===== src/rtl/rrs_pkg.sv =====
package rrs_pkg;

  typedef enum logic {
    SYNC_TWO = 1'b0,
    SYNC_ONE = 1'b1
  } sync_mode_e;

  // Select the value loaded into the output ready register.
  function automatic logic pick_ready(input sync_mode_e mode,
                                      input logic staged,
                                      input logic direct);
    return (mode == SYNC_ONE) ? direct : staged;
  endfunction

  // Hold condition for the reset stretch while reset is active.
  function automatic logic stretch_hold(input logic req_low,
                                        input logic restarting);
    return req_low | restarting;
  endfunction

endpackage


===== src/rtl/rrs_ready_qual.sv =====
module rrs_ready_qual #(
  parameter int N_BUS = 2
) (
  input  logic [N_BUS-1:0] rdy,
  input  logic [N_BUS-1:0] aen_n,
  output logic             src
);
  logic [N_BUS-1:0] granted;

  for (genvar g = 0; g < N_BUS; g++) begin : g_bus
    assign granted[g] = rdy[g] & ~aen_n[g];
  end

  assign src = |granted;
endmodule


===== src/rtl/rrs_ready_sync.sv =====
module rrs_ready_sync
  import rrs_pkg::*;
(
  input  logic clk,
  input  logic src,
  input  logic one_stage,
  output logic stage1,
  output logic ready
);
  sync_mode_e mode;
  logic       s1_q = 1'b0;
  logic       rdy_q = 1'b0;

  assign mode = sync_mode_e'(one_stage);

  always_ff @(posedge clk) begin
    s1_q <= src;
  end

  always_ff @(negedge clk) begin
    rdy_q <= pick_ready(mode, s1_q, src);
  end

  assign stage1 = s1_q;
  assign ready  = rdy_q;
endmodule


===== src/rtl/rrs_reset_stretch.sv =====
module rrs_reset_stretch
  import rrs_pkg::*;
#(
  parameter int STRETCH_LEN = 16,
  localparam int CNT_W = $clog2(STRETCH_LEN + 1)
) (
  input  logic clk,
  input  logic rst_req_n,
  input  logic restart_done,
  output logic hold,
  output logic reset
);
  localparam logic [CNT_W-1:0] LOAD = CNT_W'(STRETCH_LEN);

  logic [CNT_W-1:0] cnt_q = '0;
  logic             rst_q = 1'b0;
  logic             pending;

  assign hold    = ~rst_req_n | (rst_q & stretch_hold(1'b0, ~restart_done));
  assign pending = (cnt_q != '0);

  always_ff @(negedge clk) begin
    if (!rst_req_n) begin
      rst_q <= 1'b1;
      cnt_q <= LOAD;
    end else if (rst_q) begin
      if (!restart_done) begin
        cnt_q <= LOAD;
      end else if (pending) begin
        cnt_q <= cnt_q - 1'b1;
      end
      rst_q <= stretch_hold(1'b0, ~restart_done) | pending;
    end
  end

  assign reset = rst_q;
endmodule


===== src/rtl/rst_rdy_sync.sv =====
module rst_rdy_sync #(
  parameter int STRETCH_LEN = 16,
  parameter int N_BUS       = 2
) (
  input  logic             clk,
  input  logic             rst_req_n,
  input  logic             restart_done,
  input  logic [N_BUS-1:0] rdy,
  input  logic [N_BUS-1:0] aen_n,
  input  logic             one_stage,
  output logic             reset_out,
  output logic             ready_out
);
  logic qual_src;
  logic stage1;
  logic stretch_hold_w;

  rrs_reset_stretch #(.STRETCH_LEN(STRETCH_LEN)) i_stretch (
    .clk          (clk),
    .rst_req_n    (rst_req_n),
    .restart_done (restart_done),
    .hold         (stretch_hold_w),
    .reset        (reset_out)
  );

  rrs_ready_qual #(.N_BUS(N_BUS)) i_qual (
    .rdy   (rdy),
    .aen_n (aen_n),
    .src   (qual_src)
  );

  rrs_ready_sync i_sync (
    .clk       (clk),
    .src       (qual_src),
    .one_stage (one_stage),
    .stage1    (stage1),
    .ready     (ready_out)
  );
endmodule


===== config.mk =====
export PLATFORM = sky130hd
export DESIGN_NAME = rst_rdy_sync
export DESIGN_NICKNAME = d
export VERILOG_FILES = /design/src/rtl/rrs_pkg.sv /design/src/rtl/rrs_ready_qual.sv /design/src/rtl/rrs_ready_sync.sv /design/src/rtl/rrs_reset_stretch.sv /design/src/rtl/rst_rdy_sync.sv
export SDC_FILE = /design/constraint.sdc
export NUM_CORES = 1
export LEC_CHECK = 0
export BUFFER_PORTS_ARGS = -buffer_cell sky130_fd_sc_hd__buf_2
export CAP_MARGIN = 20
export CORE_AREA = 2 2 39 41
export DETAILED_ROUTE_END_ITERATION = 16
export DIE_AREA = 0 0 41 43
export HOLD_SLACK_MARGIN = 0.03
export PLACE_DENSITY = 0.58
export RECOVER_POWER = 100
export SLEW_MARGIN = 0
export SYNTH_ARGS = -nofsm -noshare
export SYNTH_HDL_FRONTEND = slang
export SYNTH_SLANG_ARGS = --single-unit

===== constraint.sdc =====
create_clock -name clk -period 1.2 [get_ports clk]
set_input_delay 0 -clock clk [delete_from_list [all_inputs] [get_ports clk]]
set_output_delay 0 -clock clk [all_outputs]
set_load 0.02 [all_outputs]

==> results of run 1 <==
-- final cells by class --
class                      count  area [sq um]  share of cell area [%]
timing repair buffer          20           146                    22.2
multi-input combinational     30           262                    39.6
inverter                       4          15.0                    2.27
tap                           16          20.0                    3.03
clock inverter                 7          26.3                    3.98
sequential                     8           165                    25.0
clock buffer                   4          26.3                    3.98
-- worst paths after layout --
kind                                endpoint                             from
min reg2reg       i_stretch.reset$_SDFF_NN1_  i_stretch.cnt_q[4]$_SDFFE_NN1P_
min                    i_sync.stage1$_DFF_P_                         aen_n[1]
max reg2reg  i_stretch.cnt_q[1]$_SDFFE_NN0P_  i_stretch.cnt_q[0]$_SDFFE_NN0P_
max                                reset_out       i_stretch.reset$_SDFF_NN1_
-- cells in the final DEF (no fill, tap or decap), types with 2 or more instances in the layout --
| cell | n |
|---|---|
| buf_4 | 9 |
| buf_2 | 7 |
| dfxtp_1 | 4 |
| o31a_1 | 2 |
| inv_2 | 2 |
| dfxtp_2 | 4 |
| nor2_1 | 4 |
| nand2_1 | 2 |
| inv_1 | 9 |
| clkbuf_4 | 3 |
| buf_6 | 3 |
| a21boi_0 | 2 |
| nor3_2 | 2 |
-- routing by layer --
layer | up-vias | routed length, microns | share of wire [%] | track usage, %
met5 | - | 0 | 0 | 0
met4 | 0 | 0 | 0 | 7.33
met3 | 0 | 74 | 8.4 | 8.90
met2 | 13 | 430 | 49 | 19.7
met1 | 178 | 372 | 42 | 12.3
li1 | 215 | - | - | -
-- registers in the layout (all words and copies together) (netlist names) --
name / cells
i_stretch.cnt_q: 5
i_stretch.reset: 1
i_sync.ready: 1
i_sync.stage1: 1
-- power groups by stage --
stage	logic, W	registers, W	clock network (W)
3_5_place_dp	0.000197	0.000319	0.0000412
3_3_place_gp	0.000199	0.000319	0.0000412
4_1_cts	0.000223	0.000319	0.000335
5_1_grt	0.000269	0.000321	0.000363
2_1_floorplan	0.000103	0.000331	0.0000412
6_report	0.000244	0.000318	0.000315
-- what timing repair did --
item,in CTS,in global routing
hold endpoints to repair,1,0
cloned,0,0
gates resized for setup,8,6
hold buffers,1,0
endpoints found under the setup margin,7,9
setup buffers,2,1
pin swaps,7,4
-- metrics by stage --
step / instance area [sq um] / power, W / hold slack, ns / utilization (%) / setup TNS [ns]
after global routing: 661 / 0.000952 / 0.513 / 47.7 / -0.916
after floorplan: 423 / 0.000475 / 0.108 / - / -0.0439
after detailed placement: 543 / 0.000558 / 0.206 / 39.2 / -0.387
final: 661 / 0.000877 / 0.486 / 47.7 / -0.578
after global placement: 543 / 0.000559 / 0.201 / 39.2 / -0.341
after CTS: 637 / 0.000878 / 0.482 / 46.0 / -0.497
-- logic make-up (layout without fill, tap and decap cells) --
family          count (synthesis)  after routing
simple gates                   18             18
compound gates                 10             10
flops                           8              8
buf+inv                         6             35
fa+ha+maj                       1              1
mux                             1              1
==> results.md, run 1 <==
* Non-Filler Instances at around 90
* Initial DRC count at 3
* Compound-Gate Fraction of Synth Area at 19.9%
* Synthesis-stage register bit count at 8
* Hold path depth at 3
* DRT Wirelength at 877 microns
* Adder-Cell Fraction of Synth Area at 3.11%
* Least-Margin Pin Slew at 0.363 ns
* Yosys top cell by area: dfxtp_1
* Net count, final at just over 80
* Placed Cells at 76
* Internal at 0.000603 W
* Max-capacitance violation count at 0
* Slew Limit Fails at 0
* Drt pass-1 iters at 4
* Drt wl/cell at roughly 10 microns
* Yosys top cell area share at between 30% and 40%
* CP required at 1.20 ns
* Antenna violations before repair at 0
* Crit. End Element: output pin
* Min-Delay Path Class: input pin to flop
* Fill count at 143
* Total CTS buffers at 3
* Sw frac at 31.2%
* Number of enable flip-flop cells after synthesis at 0
* Stages on the worst setup path at 1
* DRC Markers at 0
* Crit path arrival time at between 1 and 1.5 ns
* Boundary pin count at 10
* Ys flop type: dfxtp_1
* Layout area overhead at 64.0%
* Sequential area share after synthesis at 39.8%
* Share of cells above drive strength 1 at a little over half
* Slew headroom at 75.7%
* Top cells by area, synth: dfxtp_1, nor4b_4, inv_1
* Final Hold Viols at 0
* Mapped Nets at 53
* Place WS at -0.111 ns
* Syn_area_per_cell at 9.16 sq um
* Post-synth top cells: dfxtp_1, inv_1, nor2_1
* Routed Antenna Nets at 0
* First-pass GRT wire length at 1.51 mm
* Max clock buf depth at 2
* Total GRT Usage at between 10% and 20%
* CP Max Fanout at 2
* Startpoint Class: flop
* Worst path top cell family by delay: flip-flops
* Critical Path Max Stage Delay at 0.31 ns
* FF-to-FF path depth at 5
* CTS H-tree depth at 1
* Count leader, synth: dfxtp_1
* Static Leakage at between 0.3 and 0.4 nW
* Sequential share of power at 36.3%
* Setup ws final at -0.148 ns
* Crit Path Class: flop to output pin
* Synth cell types at 25
* Layout Skew at 0.0550 ns
* Largest family of logic cells by synthesized area: simple AND/OR/NAND/NOR gates
* Finish-stage setup viols at 6
* Mapped cell area at 403 sq um
* Cells after Synth at 44
* Core area at about 0.0014 sq mm
* Floorplan row count at 14
* Antenna cell count at 0
* Synth async-reset ratio at 0%
* R2R Setup Slk at -0.10 ns
* Slowest CP cell: dfxtp_2
* Clk pwr share at 35.9%
* Synth Area in XOR/XNOR at 0%
* Vias at 406
* Initial Util at around 29%
* Pwr/cell area at 1330 mW/mm^2
* Mux share of post-synthesis cell area at 2.80%
* GRT overflow at 0
* Clock slew at reported path FFs at approximately 0.06 ns
* Die X at 41 microns
* Clock Latency Late Sink at 0.31 ns
* Vias/cell at 4.56
* CTS root buf: clkbuf_4
* RSZ-0062 raised after global routing: true
* GP Congestion at a little under 0.7
* Pin count of the biggest net entering global routing at 10
* NetSw at 0.000274 W
* Violated checks: setup timing
* VDD IR max at 595 uV
* Port Buffers at 9
* Logic pwr share at 27.8%
* CTS sink cnt at 8
* Die area at 0.00176 sq mm
* Synth warn at 0
* Chip Height at around 43 microns
* CTS tree: built
* Simple-gate share of the synthesized area at 28.9%
* HPWL Detailed at 616 microns
* Worst Path Buf+Inv at 1
* Vias in the first global route at 416
* Cell chain of the critical path: buf_6
* Run status: finished, violations left
(Power assumes the default switching activity.)
==> run 2, diff against run 1 <==
--- a/config.mk
+++ b/config.mk
@@ -16,4 +16,5 @@
 export SLEW_MARGIN = 0
 export SYNTH_ARGS = -nofsm -noshare
 export SYNTH_HDL_FRONTEND = slang
+export SYNTH_HIERARCHICAL = 1
 export SYNTH_SLANG_ARGS = --single-unit
==> results.md, run 2 <==
* Run status: finished, violations left (unchanged)
* Violated checks: setup timing (unchanged)
* Fill count at 152 (was 143)
* Clk pwr share at 35.7% (was 35.9%)
* Sw frac at 32.3% (was 31.2%)
* Sequential area share after synthesis at 39.8% (unchanged)
* GRT overflow at 0 (unchanged)
* CP Max Fanout at 2 (unchanged)
* Synth cell types at 21 (was 25)
* FF-to-FF Start: i_sync/stage1$_DFF_P_ (was i_stretch.cnt_q[0]$_SDFFE_NN0P_)
* Hold path depth at 3 (unchanged)
* Startpoint Class: flop (unchanged)
* Max clock buf depth at 2 (unchanged)
* CTS root buf: clkbuf_4 (unchanged)
* Synthesis-stage register bit count at 8 (unchanged)
* Layout area overhead at 63.0% (was 64.0%)
* Ys flop type: dfxtp_1 (unchanged)
* CP required at 1.20 ns (about the same)
* Mapped cell area at 403 sq um (unchanged)
* Commonest non-fill, non-tap cell in the layout: inv_1
* Finish-stage setup viols at 6 (unchanged)
* Worst path top cell family by delay: flip-flops (unchanged)
* Power Total at 0.000870 W (was 0.000877 W)
* R2R Setup Slk at -0.01 ns (was -0.10 ns)
* Max reg flops at 5 (unchanged)
* Total GRT Usage at 13.8% (was 13.0%)
* Post-synth top cells: dfxtp_1, inv_1, nand2_1 (was dfxtp_1, inv_1, nor2_1)
* Crit path arrival time at 1.35 ns (about the same)
* Hold Startpoint: aen_n[1] (unchanged)
* Slew headroom at 78.9% (was 75.7%)
* Die area at 0.00176 sq mm (unchanged)
* RSZ-0062 raised after global routing: true (unchanged)
* Sequential share of power at 35.8% (was 36.3%)
* CTS sink cnt at 8 (unchanged)
* Yosys top cell area share at 39.8% (unchanged)
* Static Leakage at 0.317 nW (about the same)
* Syn_area_per_cell at 8.57 sq um (was 9.16 sq um)
* Hold endpoint: i_sync/stage1$_DFF_P_ (was i_sync.stage1$_DFF_P_)
* Chip Height at 43 microns (unchanged)
* First-pass GRT wire length at 1.64 mm (was 1.51 mm)
* VDD IR max at 641 uV (was 595 uV)
* Pin count of the biggest net entering global routing at 8 (was 10)
* Crit Path Class: flop to output pin (unchanged)
* Logic pwr share at 28.5% (was 27.8%)
* DRT Wirelength at 956 microns (was 877 microns)
* Yosys top cell by area: dfxtp_1 (unchanged)
* CTS H-tree depth at 1 (unchanged)
* Number of enable flip-flop cells after synthesis at 0 (unchanged)
* Cell chain of the critical path: buf_6 (unchanged)
* Finished Core Util at 47.5% (was 47.7%)
* Slew Limit Fails at 0 (unchanged)
* Worst Setup SP: i_stretch/reset$_SDFF_NN1_ (was i_stretch.reset$_SDFF_NN1_)
* Final Hold Viols at 0 (unchanged)
* Core area at 0.00138 sq mm (unchanged)
* Setup TNS at -0.318 ns (was -0.578 ns)
* Footprint of the multi-input gates at 241 sq um (was 262 sq um)
* Setup ws final at -0.148 ns (about the same)
* Worst Path Buf+Inv at 1 (unchanged)
* Crit. End Element: output pin (unchanged)
* Drt pass-1 iters at 4 (unchanged)
* Mapped Nets at 56 (was 53)
* Placed inst area at 547 sq um (was 543 sq um)
* Cells after Synth at 47 (was 44)
* Layout Skew at 0.0571 ns (was 0.0550 ns)
* Die X at 41 microns (unchanged)
* Max-capacitance violation count at 0 (unchanged)
* Pwr/cell area at 1320 mW/mm^2 (was 1330 mW/mm^2)
* Clock Latency Late Sink at 0.31 ns (about the same)
* Internal at 0.000589 W (was 0.000603 W)
* Post-route cell area at 657 sq um (was 661 sq um)
* Critical Path Max Stage Delay at 0.31 ns (about the same)
* Clock slew at reported path FFs at 0.06 ns (about the same)
* NetSw at 0.000281 W (was 0.000274 W)
* Least-Margin Pin Slew at 0.313 ns (was 0.363 ns)
* Antenna cell count at 0 (unchanged)
* Antenna violations before repair at 0 (unchanged)
* FF-to-FF path depth at 1 (was 5)
* Routed Antenna Nets at 0 (unchanged)
* Vias/cell at 4.79 (was 4.56)
* Most frequent cells in the layout: inv_1, buf_4, nand2_1, buf_2, dfxtp_1 (was inv_1, buf_4, buf_2)
* Floorplan row count at 14 (unchanged)
* Net count, final at 85 (was 83)
* Synth async-reset ratio at 0% (unchanged)
* CTS tree: built (unchanged)
* Port Buffers at 9 (unchanged)
* Total area of sequential cells at 164 sq um (was 165 sq um)
* GP Congestion at 0.751 (was 0.686)
* HPWL Detailed at 654 microns (was 616 microns)
* Initial Util at 29.1% (unchanged)
* Vias in the first global route at 432 (was 416)
* Boundary pin count at 10 (unchanged)
* Drt wl/cell at 10.5 microns (was 9.85 microns)
* Total CTS buffers at 3 (unchanged)
* DRC Markers at 0 (unchanged)
* Synth warn at 6 (was 0)
* Worst hold slack at 0.502 ns (was 0.486 ns)
* Vias at 436 (was 406)
* Critical R2R Capture: i_sync/ready$_DFF_N_ (was i_stretch.cnt_q[1]$_SDFFE_NN0P_)
* Stages on the worst setup path at 1 (unchanged)
* Slowest CP cell: dfxtp_2 (unchanged)
* Top cells by area, synth: dfxtp_1, inv_1, nand2_1 (was dfxtp_1, nor4b_4, inv_1)
* Initial DRC count at 6 (was 3)
* Share of cells above drive strength 1 at 48.0% (was 53.4%)
* Min-Delay Path Class: input pin to flop (unchanged)
* Biggest register: i_stretch/cnt_q (was i_stretch.cnt_q)
-- run 2: final cells by class --
class | count | area share (%)
Clock inverter | 7 | 4.00
Multi-Input combinational cell | 29 | 36.8
Inverter | 6 | 3.43
Tap cell | 16 | 3.05
Clock buffer | 4 | 4.00
Timing Repair Buffer | 21 | 23.8
Sequential cell | 8 | 25.0
-- run 2: power by group through the flow --
stage               Combinational [W]  Sequential [W]  Clock (W)
global route                 0.000270        0.000313   0.000374
detailed placement           0.000195        0.000310  0.0000466
global placement             0.000194        0.000308  0.0000466
CTS                          0.000222        0.000309   0.000331
floorplan                    0.000103        0.000321  0.0000466
finish                       0.000248        0.000311   0.000311
-- run 2: worst max-delay path by stage --
stage | to | slack (ns)
detailed placement | i_stretch/cnt_q[3]$_SDFFE_NN0P_ | -0.42
finish | reset_out | -0.15
CTS | reset_out | -0.17
floorplan | i_stretch/cnt_q[3]$_SDFFE_NN0P_ | -0.27
global placement | i_stretch/cnt_q[3]$_SDFFE_NN0P_ | -0.43
global route | reset_out | -0.18
-- run 2: routing by layer --
layer | vias up | wire length [microns] | track usage [%]
li1 | 223 | - | -
met1 | 201 | 418 | 16.2
met2 | 12 | 475 | 20.0
met3 | 0 | 62 | 5.24
met4 | 0 | 0 | 8.67
met5 | - | 0 | 0
-- run 2: kinds of logic (layout without fill, tap and decap cells) --
family,Yosys count,in the layout,synth area share (%)
mux,1,1,3.73
buf+inv,10,38,9.63
compound gates,11,11,21.4
flops,8,8,39.8
fa+ha+maj,1,1,3.11
simple gates,16,16,22.4
-- run 2: repair_timing --
item	CTS	global route
hold buffers	1	0
hold endpoints to repair	1	0
resized for setup	10	7
endpoints found under the setup margin	8	9
pin swaps	1	2
setup buffers	0	1
-- run 2: stage by stage --
stage,worst slack [ns],std cells
after floorplan,-0.268,47
after global placement,-0.435,80
after detailed placement,-0.424,80
after CTS,-0.165,90
after global routing,-0.178,91
final,-0.148,91
